**config.mk**
```make
export PLATFORM = sky130hd
export DESIGN_NAME = sr_guard
export DESIGN_NICKNAME = d
export VERILOG_FILES = /design/src/rtl/sr_guard.sv
export SDC_FILE = /design/constraint.sdc
export NUM_CORES = 1
export LEC_CHECK = 0
export BUFFER_PORTS_ARGS = -buffer_cell sky130_fd_sc_hd__buf_2
export CORE_ASPECT_RATIO = 1.1
export CORE_UTILIZATION = 30
export CTS_CLUSTER_SIZE = 20
export DETAILED_ROUTE_END_ITERATION = 6
export PLACE_DENSITY = 0.59
export SKIP_CTS_REPAIR_TIMING = 1
export SLEW_MARGIN = 10
export SYNTH_ARGS = -nofsm -noshare
export SYNTH_HDL_FRONTEND = slang
export SYNTH_SLANG_ARGS = --single-unit
```
**constraint.sdc**
```tcl
create_clock -name clk -period 5.13 [get_ports clk]
set_clock_uncertainty 0.2 [all_clocks]
set_input_delay 0.7695 -clock clk [delete_from_list [all_inputs] [get_ports clk]]
set_output_delay 0.7695 -clock clk [all_outputs]
set_load 0.01 [all_outputs]
```
**src/rtl/sr_guard.sv**
```systemverilog
module sr_guard #(
  parameter int ADDR_W = 13,
  parameter int WRITE_CYCLES = 16,
  parameter logic [7:0] NV_INIT = 8'h00
) (
  input  logic              clk,
  input  logic              rst_n,
  input  logic              cmd_latch_set,
  input  logic              cmd_latch_clr,
  input  logic              cmd_stat_wr,
  input  logic [7:0]        stat_wdata,
  input  logic              cmd_arr_wr,
  input  logic [ADDR_W-1:0] arr_addr,
  input  logic              lock_n,
  output logic              wr_permit,
  output logic              busy,
  output logic [7:0]        status
);
  localparam int CNT_W = (WRITE_CYCLES > 2) ? $clog2(WRITE_CYCLES) : 1;
  localparam logic [CNT_W-1:0] CNT_LOAD = CNT_W'(WRITE_CYCLES - 1);

  logic             lock_en, wel, wip, pend_sr;
  logic [1:0]       bp;
  logic [2:0]       pend_nv;
  logic [CNT_W-1:0] cnt;
  logic [1:0]       top2;
  logic             in_prot, sr_open;

  assign top2    = arr_addr[ADDR_W-1 -: 2];
  assign in_prot = (bp == 2'b11) | ((bp == 2'b10) & top2[1]) | ((bp == 2'b01) & (&top2));
  assign sr_open = lock_n | ~lock_en;

  assign wr_permit = ~wip & wel & ((cmd_arr_wr & ~in_prot) | (cmd_stat_wr & sr_open));
  assign busy      = wip;
  assign status    = {lock_en, 3'b000, bp, wel, wip};

  always_ff @(posedge clk or negedge rst_n) begin
    if (!rst_n) begin
      lock_en <= NV_INIT[7];
      bp      <= NV_INIT[3:2];
      wel     <= 1'b0;
      wip     <= 1'b0;
      pend_sr <= 1'b0;
      pend_nv <= 3'b000;
      cnt     <= '0;
    end else if (wip) begin
      if (cnt == '0) begin
        wip <= 1'b0;
        wel <= 1'b0;
        if (pend_sr) {lock_en, bp} <= pend_nv;
      end else begin
        cnt <= cnt - 1'b1;
      end
    end else if (wr_permit) begin
      wip     <= 1'b1;
      cnt     <= CNT_LOAD;
      pend_sr <= cmd_stat_wr;
      pend_nv <= {stat_wdata[7], stat_wdata[3:2]};
    end else if (cmd_latch_clr) begin
      wel <= 1'b0;
    end else if (cmd_latch_set) begin
      wel <= 1'b1;
    end
  end
endmodule

```
# Yosys cells after proc, flatten, opt, wreduce, memory -nomap -nowiden
# Cells that the tools add are included.
# word_totals
reg_bits	13
elab_cells	46
out_inout_bits	10
inputBits	28
# classes
n_bitwise	13
eq_ne	6
add_sub_neg	1
muxes	11
reduce_logical	8
# op_table
op	count
4-bit 2-to-1 mux	3
1-bit 2-to-1 mux	8
1-bit AND	6
2-bit AND reduction	3
3-bit AND reduction	2
2-bit == test, second input constant	2
4-bit zero test	1
2-bit by 1-bit != test with 1-bit output, second input constant	2
1-bit bitwise OR	4
4-bit by 1-bit subtractor with 4-bit output, second input constant	1
1-bit NOT	3
3-bit nonzero test	1
2-bit by 1-bit == test with 1-bit output, second input constant	1
2-bit != test, second input constant	1
2-bit nonzero test	1

# Longest topological paths before layout
# depth
ltp_word	10
ltp_mapped	6
ltp_nobuf	6

# Worst setup path before layout
# No wires, ideal clock.
# synth_path
path_type	input to output
from	in arr_addr[11]
to	out wr_permit
path_stages	4
arrival_time_ns	1.356
setup_slack_ns	2.805
n_path_buf	0
cell_sequence	a21oi_1 o211ai_1 a21o_2 inv_2
# synth_via
elab_chain_len	7
# synth_lines
item	line_no	source
start, declared	13	input logic [ADDR_W-1:0] arr_addr,
2-bit AND reduction	30	assign in_prot = (bp == 2'b11) | ((bp == 2'b10) & top2[1]) | ((bp == 2'b01) & (&top2));
1-bit AND	30	
1-bit bitwise OR	30	
1-bit NOT	33	assign wr_permit = ~wip & wel & ((cmd_arr_wr & ~in_prot) | (cmd_stat_wr & sr_open));
1-bit AND	33	
1-bit bitwise OR	33	
1-bit AND	33	
end, declared	15	output logic wr_permit,
# Every way passes these cells.

# Final worst setup path
# Same ends and word-level chain as after synthesis.

==> results.txt <==
GRT Util Overall - 0.1222
max-cap check violation count - 0
number of remaining DRC errors - 0
H-tree levels - 1
Lkg Pwr - 0.3849 nW
Area after DPL - 752.0 um2
Cell Area, Synth - 664.4 um2
Switch Pwr - 0.1409 mW
IO Port Bufs - 18
EDFF count, synth - 0
full die area - 2407 um2
Final min period - 2.624 ns
outcome - completed
Ys Warns - 0
most frequent cells after synthesis - dfrtp_1, nand2_1, buf_4, inv_1
Net Sw Frac - 0.3515
share of layout cells above drive strength 1 - 0.3827
First DRT Iteration DRCs - 1
FF-to-FF setup slack - 3.26 ns
CTS Buffer Depth - 2
WP data required - 4.16 ns
Gate power share - 0.381
Flop pwr share - 0.470
fin nets - 112
syn_area_per_cell - 10.55 um2
CP Launch Type - input port
Pwr Density - 515.1 nW/um2
CTS tree - built
Hold Vio Cnt, Final - 0
row cnt - 17
number of cells on the worst reg-to-reg path - 5
Hold Path Class - in -> async
Clock Pin Slew Worst Setup and Hold Paths - 0.07 ns
dpl cells - 105
first-pass GRT wire length - 2097 um
Main synth FF type - dfrtp_1
synth unique cells - 25
leading post-synthesis cells by cell area - dfrtp_1, buf_4, mux2_4
CORE AREA - 2042 um2
final setup vio count - 0
top-count cell post-synth - dfrtp_1
CP arrival - 1.65 ns
Slew Viols, Final - 0
Num Clock Sinks - 13
remaining global-route overflow - 0
Fmax - 0.3810 GHz
RSZ-0062 raised after global routing - no
fillcell total - 220
vias in the first global route - 521
die width - 46.87 um
CTS Buf Count - 3
post-DR wirelength/cell - 10.32 um
Register Area - 325.3 um2
Synth Instances - 63
Crit Path Class - in -> out
Placer Congestion - 0.6867
drt first pass iters - 2
critical path peak fanout - 8
Max VDD drop - 0.2362 mV
worst skew pair latency - 0.26 ns
Syn-to-layout area delta - 17.14%
post-DR vias/cell - 4.450
DP HPWL - 875.9 um
setup TNS after final layout - 0 ns
Clk pwr share - 0.149
Crit. End Element - primary output
initial core utilization - 0.3254
pin count of the biggest net entering global routing - 14
Final Instance Area - 778.2 um2
internal power - 0.2600 mW
final std cells w/o fill - 109
WL final - 1125 um
Async S/R FF share, synth - 1.000
register area share after synthesis - 0.4896
#FFs+latches synth - 13
die height - 51.36 um
Antenna Cells - 0
area of the multi-input gates - 282.8 um2
# IOs - 38
Yosys top cell by area - dfrtp_1
root buf cell - clkbuf_4
Final period util - 0.5116
post-route antenna net violation count - 0
antenna violations before repair - 0
Synth top area share - 0.4896
total number of vias - 485
-- area by class of cell --
class                           count  share of cell area
Sequential cell                    13              0.4180
Multi-Input combinational cell     41              0.3633
Timing Repair Buffer               18              0.1158
Tap cell                           28             0.04502
Clock buffer                        4             0.03376
Inverter                            5             0.02412
-- registers in the layout (all words and copies together), names as in the netlist --
name / cells
bp: 2
cnt: 4
wel: 1
pend_nv: 3
busy: 1
lock_en: 1
pend_sr: 1
-- worst max-delay path, cell delays in order --
cell and delay, ns:
buf_2 0.10, a21oi_1 0.13, o211ai_1 0.10, a21o_2 0.28
inv_2 0.13, buf_2 0.14
-- through the flow --
stage / power [mW] / setup slack [ns] / hold slack [ns] / utilization
2_1_floorplan: 0.3094 / 2.805 / 0.2500 / -
3_3_place_gp: 0.3403 / 2.513 / 0.2761 / 0.3683
3_5_place_dp: 0.3456 / 2.510 / 0.2866 / 0.3683
4_1_cts: 0.4075 / 2.497 / 0.1726 / 0.3811
5_1_grt: 0.4388 / 2.441 / 0.1860 / 0.3811
6_report: 0.4009 / 2.506 / 0.1748 / 0.3811
-- placed cells by master (no fill, tap or decap), types with 2 or more instances in the layout --
cell type	count
nor2_1	3
nand3_1	2
ha_1	2
o21ai_0	3
nand2_1	8
a21oi_1	3
clkbuf_4	3
dfrtp_1	13
xor2_1	2
buf_2	18
inv_1	4
mux2_4	3
conb_1	3
-- power groups by stage --
stage	clock network [mW]	logic (mW)	registers, mW
6_report	0.0598	0.153	0.188
5_1_grt	0.0670	0.174	0.198
4_1_cts	0.0622	0.156	0.189
3_5_place_dp	0	0.155	0.191
3_3_place_gp	0	0.151	0.189
2_1_floorplan	0	0.123	0.186
-- worst paths after layout --
| check | start | endpoint |
|---|---|---|
| worst min-delay path | rst_n | wel |
| min in group clk | pend_nv[2] | lock_en |
| worst max-delay path | arr_addr[11] | wr_permit |
| worst min register to register | pend_nv[2] | lock_en |
| worst max register to register | cnt[0] | bp[1] |
| max in group asynchronous | rst_n | cnt[2] |
-- layer usage --
metal / vias to the layer above / global-route usage / share of wire
li1: 237 / - / -
met1: 232 / 0.1429 / 0.44
met2: 14 / 0.2014 / 0.51
met3: 2 / 0.02120 / 0.038
met4: 0 / 0.07143 / 0.011
met5: - / 0 / 0
-- cell families (layout without fill, tap and decap cells) --
family | count (synthesis) | after routing | share of synthesized area
compound gates | 10 | 10 | 0.09228
xor+xnor | 2 | 2 | 0.02637
fa+ha+maj | 2 | 2 | 0.03766
buf+inv | 11 | 27 | 0.09603
flops | 13 | 13 | 0.4896
mux | 5 | 5 | 0.1017
other cells | 1 | 3 | 0.005644
simple gates | 19 | 19 | 0.1507
No activity file was read; power rests on OpenSTA's default activity.
